### src/rtl/flash_erase_pkg.sv
package flash_erase_pkg;

    typedef enum logic [1:0] {
        ST_IDLE,
        ST_SETUP,
        ST_ERASE
    } fe_state_e;

    typedef enum logic [2:0] {
        CMD_OTHER,
        CMD_SETUP,
        CMD_CONFIRM,
        CMD_CLEAR,
        CMD_ARRAY
    } fe_cmd_e;

    localparam logic [7:0] BYTE_SETUP   = 8'h20;
    localparam logic [7:0] BYTE_CONFIRM = 8'hD0;
    localparam logic [7:0] BYTE_CLEAR   = 8'h50;
    localparam logic [7:0] BYTE_ARRAY   = 8'hFF;

    localparam int SB_READY = 7;
    localparam int SB_FAIL  = 5;
    localparam int SB_SEQ   = 4;
    localparam int SB_VPP   = 3;
    localparam int SB_LOCK  = 1;

endpackage

### src/rtl/fe_cmd_decode.sv
module fe_cmd_decode
    import flash_erase_pkg::*;
(
    input  logic [7:0] data,
    output fe_cmd_e    cmd
);

    always_comb begin
        unique case (data)
            BYTE_SETUP:   cmd = CMD_SETUP;
            BYTE_CONFIRM: cmd = CMD_CONFIRM;
            BYTE_CLEAR:   cmd = CMD_CLEAR;
            BYTE_ARRAY:   cmd = CMD_ARRAY;
            default:      cmd = CMD_OTHER;
        endcase
    end

endmodule

### src/rtl/fe_busy_timer.sv
module fe_busy_timer #(
    parameter int CYCLES = 4096
) (
    input  logic clk,
    input  logic rst_n,
    input  logic start,
    input  logic run,
    output logic done
);

    localparam int CNT_W = (CYCLES > 1) ? $clog2(CYCLES) : 1;
    localparam logic [CNT_W-1:0] LOAD = CNT_W'(CYCLES - 1);

    logic [CNT_W-1:0] cnt_q;

    always_ff @(posedge clk or negedge rst_n) begin
        if (!rst_n) begin
            cnt_q <= '0;
        end else if (start) begin
            cnt_q <= LOAD;
        end else if (run && cnt_q != '0) begin
            cnt_q <= cnt_q - 1'b1;
        end
    end

    assign done = run && (cnt_q == '0);

    // a count just loaded may not expire in the next cycle unless CYCLES is 1
    a_r2_no_early_done: assert property (@(posedge clk) disable iff (!rst_n)
        start |=> (!done || CYCLES == 1));

endmodule

### src/rtl/fe_status_reg.sv
module fe_status_reg
    import flash_erase_pkg::*;
(
    input  logic       clk,
    input  logic       rst_n,
    input  logic       ready,
    input  logic       set_lock,
    input  logic       set_vpp,
    input  logic       set_seq,
    input  logic       set_fail,
    input  logic       clr,
    output logic [7:0] status
);

    logic lock_q, vpp_q, seq_q, fail_q;
    logic any_err;

    assign any_err = set_lock | set_vpp | set_seq | set_fail;

    always_ff @(posedge clk or negedge rst_n) begin
        if (!rst_n) begin
            lock_q <= 1'b0;
            vpp_q  <= 1'b0;
            seq_q  <= 1'b0;
            fail_q <= 1'b0;
        end else if (clr) begin
            lock_q <= 1'b0;
            vpp_q  <= 1'b0;
            seq_q  <= 1'b0;
            fail_q <= 1'b0;
        end else begin
            lock_q <= lock_q | set_lock;
            vpp_q  <= vpp_q  | set_vpp;
            seq_q  <= seq_q  | set_seq;
            fail_q <= fail_q | any_err;
        end
    end

    always_comb begin
        status           = 8'h00;
        status[SB_READY] = ready;
        status[SB_FAIL]  = fail_q;
        status[SB_SEQ]   = seq_q;
        status[SB_VPP]   = vpp_q;
        status[SB_LOCK]  = lock_q;
    end

    // the failure bit holds until a clear
    a_r7_fail_sticky: assert property (@(posedge clk) disable iff (!rst_n)
        (status[SB_FAIL] && !clr) |=> status[SB_FAIL]);

    // a clear with no new error leaves all error bits low
    a_r8_clear_all: assert property (@(posedge clk) disable iff (!rst_n)
        (clr && !any_err) |=> (status[5:1] == 5'b0));

endmodule

### src/rtl/flash_erase_ctl.sv
module flash_erase_ctl
    import flash_erase_pkg::*;
#(
    parameter int         ADDR_W       = 21,
    parameter int         BLK_W        = 6,
    parameter int         ERASE_CYCLES = 4096,
    parameter logic [7:0] ARRAY_WORD   = 8'hFF
) (
    input  logic              clk,
    input  logic              rst_n,
    input  logic              bus_we,
    input  logic [ADDR_W-1:0] bus_addr,
    input  logic [7:0]        bus_wdata,
    input  logic              blk_locked,
    input  logic              vpp_ok,
    input  logic              fail_force,
    output logic [7:0]        rd_data,
    output logic              status_mode,
    output logic [BLK_W-1:0]  erase_block
);

    localparam int BLK_LSB = ADDR_W - BLK_W;

    fe_state_e state_q, state_d;
    fe_cmd_e   cmd;
    logic      mode_q, mode_d;
    logic      vpp_bad_q;
    logic      start, tmr_done;
    logic      set_lock, set_vpp, set_seq, set_fail, clr;
    logic [7:0] status;

    fe_cmd_decode u_dec (
        .data (bus_wdata),
        .cmd  (cmd)
    );

    fe_busy_timer #(.CYCLES(ERASE_CYCLES)) u_tmr (
        .clk   (clk),
        .rst_n (rst_n),
        .start (start),
        .run   (state_q == ST_ERASE),
        .done  (tmr_done)
    );

    fe_status_reg u_sr (
        .clk      (clk),
        .rst_n    (rst_n),
        .ready    (state_q != ST_ERASE),
        .set_lock (set_lock),
        .set_vpp  (set_vpp),
        .set_seq  (set_seq),
        .set_fail (set_fail),
        .clr      (clr),
        .status   (status)
    );

    // state register
    always_ff @(posedge clk or negedge rst_n) begin
        if (!rst_n) begin
            state_q     <= ST_IDLE;
            mode_q      <= 1'b0;
            vpp_bad_q   <= 1'b0;
            erase_block <= '0;
        end else begin
            state_q <= state_d;
            mode_q  <= mode_d;
            if (start) begin
                vpp_bad_q   <= 1'b0;
                erase_block <= bus_addr[ADDR_W-1:BLK_LSB];
            end else if (state_q == ST_ERASE && !vpp_ok) begin
                vpp_bad_q <= 1'b1;
            end
        end
    end

    // next state and outputs
    always_comb begin
        state_d  = state_q;
        mode_d   = mode_q;
        start    = 1'b0;
        set_lock = 1'b0;
        set_vpp  = 1'b0;
        set_seq  = 1'b0;
        set_fail = 1'b0;
        clr      = 1'b0;
        unique case (state_q)
            ST_IDLE: begin
                if (bus_we) begin
                    unique case (cmd)
                        CMD_SETUP: begin
                            state_d = ST_SETUP;
                            mode_d  = 1'b1;
                        end
                        CMD_CLEAR: clr    = 1'b1;
                        CMD_ARRAY: mode_d = 1'b0;
                        default: ;
                    endcase
                end
            end
            ST_SETUP: begin
                if (bus_we) begin
                    mode_d  = 1'b1;
                    state_d = ST_IDLE;
                    if (cmd != CMD_CONFIRM) begin
                        set_seq = 1'b1;
                    end else if (blk_locked) begin
                        set_lock = 1'b1;
                    end else if (!vpp_ok) begin
                        set_vpp = 1'b1;
                    end else begin
                        start   = 1'b1;
                        state_d = ST_ERASE;
                    end
                end
            end
            ST_ERASE: begin
                if (tmr_done) begin
                    state_d  = ST_IDLE;
                    set_vpp  = vpp_bad_q | ~vpp_ok;
                    set_fail = fail_force;
                end
            end
            default: state_d = ST_IDLE;
        endcase
    end

    assign status_mode = mode_q;
    assign rd_data     = mode_q ? status : ARRAY_WORD;

    // a locked confirm returns to idle with the lock bit set
    a_r3_lock_refused: assert property (@(posedge clk) disable iff (!rst_n)
        (bus_we && state_q == ST_SETUP && cmd == CMD_CONFIRM && blk_locked)
        |=> (state_q == ST_IDLE && status[SB_LOCK] && status[SB_READY]));

    // the ready bit returns as soon as the count expires
    a_r2_ready_after: assert property (@(posedge clk) disable iff (!rst_n)
        (state_q == ST_ERASE && tmr_done) |=> status[SB_READY]);

    // read-array command in idle selects the array word
    a_r9_array_mode: assert property (@(posedge clk) disable iff (!rst_n)
        (bus_we && state_q == ST_IDLE && cmd == CMD_ARRAY) |=> !status_mode);

    // no write disturbs the error bits or mode while erasing
    a_r10_busy_ignores: assert property (@(posedge clk) disable iff (!rst_n)
        (state_q == ST_ERASE && !tmr_done)
        |=> ($stable(status[5:1]) && $stable(status_mode)));

endmodule

### config.mk
export PLATFORM = sky130hd
export DESIGN_NAME = flash_erase_ctl
export DESIGN_NICKNAME = d
export VERILOG_FILES = /design/src/rtl/flash_erase_pkg.sv /design/src/rtl/fe_cmd_decode.sv /design/src/rtl/fe_busy_timer.sv /design/src/rtl/fe_status_reg.sv /design/src/rtl/flash_erase_ctl.sv
export SDC_FILE = /design/constraint.sdc
export NUM_CORES = 1
export LEC_CHECK = 0
export ABC_AREA = 1
export BUFFER_PORTS_ARGS = -buffer_cell sky130_fd_sc_hd__buf_2
export CORE_ASPECT_RATIO = 1.1
export CORE_MARGIN = 2
export CORE_UTILIZATION = 40
export DETAILED_ROUTE_END_ITERATION = 8
export PLACE_DENSITY = 0.73
export SLEW_MARGIN = 10
export SYNTH_ARGS = -nofsm -noshare
export SYNTH_HDL_FRONTEND = slang
export SYNTH_SLANG_ARGS = --single-unit
### constraint.sdc
create_clock -name clk -period 1.45 [get_ports clk]
set_input_delay 0.145 -clock clk [delete_from_list [all_inputs] [get_ports clk]]
set_output_delay 0.145 -clock clk [all_outputs]
set_load 0.1 [all_outputs]
# --- Word-level counts from Yosys, hierarchy flattened ---
# Index checks and enable logic that the tools add are counted.
totals:
  regBits: 26
  in_bits: 35
  out_inout_bits: 15
  elab_cells: 92
op_classes:
  addsub: 1
  n_eq_ne: 16
  muxes: 45
  bitwise_logic: 9
  reduce_logical: 12
op_table:
  columns: ["operator", "n"]
  rows:
  - ["two-way mux 1 bit", 30]
  - ["two-way mux 12 bit", 2]
  - ["equality test 8 bit (second input constant)", 2]
  - ["two-way mux 2 bit", 7]
  - ["zero test 12 bit", 1]
  - ["case mux 3 bit (4 select lines)", 1]
  - ["nonzero test 12 bit", 1]
  - ["subtractor 12 x 1 -> 12 bit (second input constant)", 1]
  - ["equality test 8 x 6 -> 1 bit (second input constant)", 1]
  - ["equality test 8 x 7 -> 1 bit (second input constant)", 1]
  - ["two-way mux 8 bit", 1]
  - ["!= test 2 bit (second input constant)", 4]
  - ["bitwise OR 1 bit", 8]
  - ["AND reduction 4 bit", 2]
  - ["case mux 1 bit (2 select lines)", 3]
  - ["case mux 2 bit (3 select lines)", 1]
  - ["nonzero test 2 bit", 3]
  - ["equality test 3 x 1 -> 1 bit (second input constant)", 1]
  - ["equality test 3 x 2 -> 1 bit (second input constant)", 1]
  - ["equality test 3 bit (second input constant)", 1]
  - ["logical AND 1 bit", 3]
  - ["!= test 3 x 1 -> 1 bit (second input constant)", 1]
  - ["!= test 3 x 2 -> 1 bit (second input constant)", 1]
  - ["equality test 2 x 1 -> 1 bit (second input constant)", 1]
  - ["5 further kinds", 5]

# --- Depth between registers and ports, before layout ---
depth:
  ltp_word: 11
  depth_mapped: 11
  mapped_depth_nobuf: 11

# --- By module ---
# From an unflattened synthesis, not the netlist that was laid out.
hier_totals:
  cells_unflattened: 278
  hier_area_um2: 1884.3
by_module_without_submodules:
  columns: ["module", "instances", "cells_per_inst", "area_per_inst_um2", "seq_area_each_um2"]
  rows:
  - ["fe_busy_timer", 1, 129, 867.1, 300.3]
  - ["flash_erase_ctl", 1, 98, 696.9, 250.2]
  - ["fe_status_reg", 1, 26, 214.0, 100.1]
  - ["fe_cmd_decode", 1, 25, 106.4, 0.0]

# --- Least setup slack after synthesis ---
# No wires, ideal clock.
synth_timing:
  path_type: "reg2out"
  from: "register mode_q (netlist: status_mode)"
  to: "output port rd_data[2]"
  t_arrival_ps: 2150
  t_required_ps: 1305
  setup_slack_ps: -845
  path_stages_with_launch: 3
  path_buffers: 1
  cell_sequence: "dfrtp_1 -> inv_1 -> buf_4"
synth_via:
  elab_chain_len: 1
synth_rtl:
  columns: ["item", "line", "rtl"]
  rows:
  - ["start: declaration", "flash_erase_ctl.sv:26", "logic mode_q, mode_d;"]
  - ["start signal: assignment", "flash_erase_ctl.sv:66", "mode_q <= mode_d;"]
  - ["two-way mux 8 bit", "flash_erase_ctl.sv:128", "assign rd_data = mode_q ? status : ARRAY_WORD;"]
  - ["end: declaration", "flash_erase_ctl.sv:17", "output logic [7:0] rd_data,"]
# No other way between the ends.

# --- Worst setup path in the final report ---
layout_timing:
  from: "register state_q[0]"
  to: "output port rd_data[7]"
layout_via:
  elab_chain_len: 2
layout_rtl:
  columns: ["item", "line", "rtl"]
  rows:
  - ["start: declaration", "flash_erase_ctl.sv:24", "fe_state_e state_q, state_d;"]
  - ["start signal: assignment", "flash_erase_ctl.sv:65", "state_q <= state_d;"]
  - ["!= test 2 bit", "flash_erase_ctl.sv:48", ".ready (state_q != ST_ERASE),"]
  - ["two-way mux 8 bit", "flash_erase_ctl.sv:128", null]
# No other way between the ends.

==> results.md <==
* Critical path class: register to output port
* Final Max Tran Viols at 0
* Slew headroom at 60.3%
* Period utilization at 94.4%
* Largest family of logic cells by synthesized area: simple AND/OR/NAND/NOR gates
* Status: finished clean
* Setup TNS at 0 ns
* Global-route wire length before repair at 6640 µm
* Req. time, crit path at 1.31 ns
* Via count at 1639
* Post-synth EDFFs at 0
* Xor/xnor share of the synthesized area at 1.01%
* Clk slew on worst S/H paths at 0.10 ns
* GR peak layer: met2
* Compound-cell area share of the yosys netlist at 5.79%
* Final Util at 56.6%
* Fin crit period at 1.37 ns
* Final Worst Setup Slack at 0.0818 ns
* Post-synth cell types at 33
* Ratio of cells with drive above 1 in the final layout at 37.4%
* Drt initial violations at 74
* RSZ-0062 raised after global routing: true
* CP Launch Type: register
* Final number of setup-violating endpoints at 0
* GR Util met3 at 2.01%
* Main flop type after synthesis: dfrtp_1
* Die area at 0.00486 mm²
* IO Port Bufs at 34
* Mapped cell area at 0.00173 mm²
* IO Count at 50
* ANT cells at 0
* CP peak stage delay at 0.41 ns
* Worst-Margin Slew at 0.595 ns
* Initial Util at 40.9%
* Post-Synthesis Cells at 231
* GRT Overall Usage at 17.6%
* TritonCTS clock tree: yes
* Clock latency on the worst-skew pair at 0.28 ns
* Dpl ws at -0.0797 ns
* FFs w/ async S/R, synth at 100%
* Adder-Cell Fraction of Synth Area at 3.62%
* Worst EP arrival at 1.22 ns
* CTS sink count at 26
* Seq/Total Area, Yosys at 37.7%
* TritonCTS Buffers at 3
* M1 GR Usage at 22.7%
* Clk root buf: clkbuf_8
* Routed wire per std cell at 11.7 µm
* Detailed placement HPWL at 2800 µm
* Initial antenna violation count at 0
* Hold WS at 0.0820 ns
* Slowest CP cell: dfrtp_1
* H-tree levels at 1
* FF+latch count, synth at 26
* Row Count at 25
* Worst-path cell chain: inv_2 > ha_4 > nand2_1 > buf_12
* Clock tree buffer depth at 2
* Met2 usage at 29.4%
* DRC violations left at 0
* Yosys warns at 0
* Skew final at 0.00684 ns
* Setup crit end kind: output port
* Multiplexer share of the synthesized area at 0%
* Syn nets at 271
* Routed wire length at 3970 µm
* Max Cap Violations at 0
* Syn Area/Cell at 7.48 µm²
* Core footprint at 0.00422 mm²
* Final hold vios at 0
* Pwr Density at 1050 mW/mm²
* Pre-antenna DRT Iters at 4
* Lkg Pwr at 0.00122 µW
* Chip height at 72.9 µm
* Overflow after GRT at 0
* CP top delay family: flip-flops
* Die Wd at 66.7 µm
* Post-route ant nets at 0
* Post-Synth Simple-Gate Area at 41.1%
* Largest net degree at the start of global routing at 27
* Buf/Inv on CP at 2
* Worst Hold Class: primary input to register
* Peak VDD IR at 624 µV
* Max Fanout on Critical Path at 3
* GP Congestion at 0.859
* Fmax at 731 MHz
* Synth-to-Final Area Change at 38.4%
* Final net count at 327
* Vias per cell at 4.82
* Number of global-route vias before repair at 1540
-- cell families (layout without fill, tap and decap cells) --
| kind of cell | Yosys count | after routing |
|---|---|---|
| AOI/OAI and AO/OA | 17 | 17 |
| DFF | 26 | 26 |
| adders and majority gates | 5 | 5 |
| buffers and inverters | 41 | 96 |
| xor gates and xnor gates | 2 | 2 |
| and+or+nand+nor | 140 | 140 |
-- per-stage QoR --
| step | cells | area [µm²] | total power, µW |
|---|---|---|---|
| after floorplan | 231 | 1740 | 1660 |
| after global placement | 324 | 2140 | 1950 |
| after detailed placement | 324 | 2140 | 1970 |
| after CTS | 329 | 2220 | 2470 |
| after global routing | 340 | 2390 | 2620 |
| final | 340 | 2390 | 2510 |
-- cell usage after synthesis (2+ instances only) --
cell type   n  share of area (%)
nor2_1     18                3.9
or2_2       3                1.1
nand2_1    71                 15
nor2_2      2               0.72
nand4_1     7                2.5
inv_2       2               0.43
nor3_1      2               0.58
o21ai_2     3                1.5
dfrtp_1    26                 38
o21ai_0     7                2.0
ha_1        5                3.6
nand3_4     2                2.0
buf_4       3                1.3
nand2_4     3                2.0
inv_1      30                6.5
a21oi_1     4                1.2
o21ai_1     2               0.58
nor2_4      3                2.0
nand2_2     3                1.1
nand3_1    22                6.4
-- layer usage --
metal / vias to the layer above / share of wire, % / wire, µm
li1: 835 / - / -
met1: 766 / 44 / 1740
met2: 31 / 51 / 2020
met3: 7 / 3.1 / 124
met4: 0 / 2.2 / 89
met5: - / 0 / 0
-- cell type report --
class,count,area [µm²]
Timing Repair Buffer,55,475
Multi-Input combinational cell,164,978
Inverter,37,159
Sequential cell,26,656
Fill cell,372,1830
Clock buffer,4,55.1
Tap cell,54,67.6
-- report_power, final --
part           total [µW]  switching, µW  internal [µW]
sequential            842           61.4            781
combinational        1180            799            377
clock                 487            244            244
total                2510           1100           1400
-- worst register-to-register path: cells and delay by family (launching register included) --
family,cells,cell delay [ns]
AO/OA/AOI/OAI,1,0.11
AND/OR/NAND/NOR,5,0.58
buffers and inverters,1,0.13
flip-flops,1,0.44
-- layout by cell type, fill, tap and decap left out, types with 5 or more instances in the layout --
cell	Yosys	final
buf_12	0	10
buf_2	0	26
buf_4	3	18
dfrtp_1	26	24
inv_1	30	25
inv_2	2	6
nand2_1	71	69
nand2_2	3	5
nand3_1	22	22
nand4_1	7	7
nor2_1	18	11
nor2_2	2	6
nor2_4	3	6
o21ai_0	7	6
-- worst paths after layout --
path	from	to	slack [ns]	cells past startpoint
hold / removal	bus_addr[17]	erase_block[2]	0.08	3
setup reg to reg	u_tmr.cnt_q[3]	u_tmr.cnt_q[10]	0.08	7
max in group asynchronous	rst_n	status_mode	0.61	2
min in group asynchronous	rst_n	u_tmr.cnt_q[9]	0.39	2
setup / recovery	state_q[0]	rd_data[7]	0.08	4
hold reg to reg	erase_block[2]	erase_block[2]	0.48	2
-- state kept, by name, summed over array words and instances (netlist names) --
name	count
u_sr.lock_q	1
u_sr.vpp_q	1
state_q	2
u_sr.fail_q	1
u_tmr.cnt_q	12
vpp_bad_q	1
erase_block	6
status_mode	1
u_sr.seq_q	1
-- repair_timing --
action                                  CTS  global route
hold endpoints to repair                 26             0
hold buffers                              1             0
endpoints found under the setup margin    5            25
resized for setup                         5            22
pin swaps                                 0             6
setup buffers                             0            11
Power figures use the tool's default switching activity.
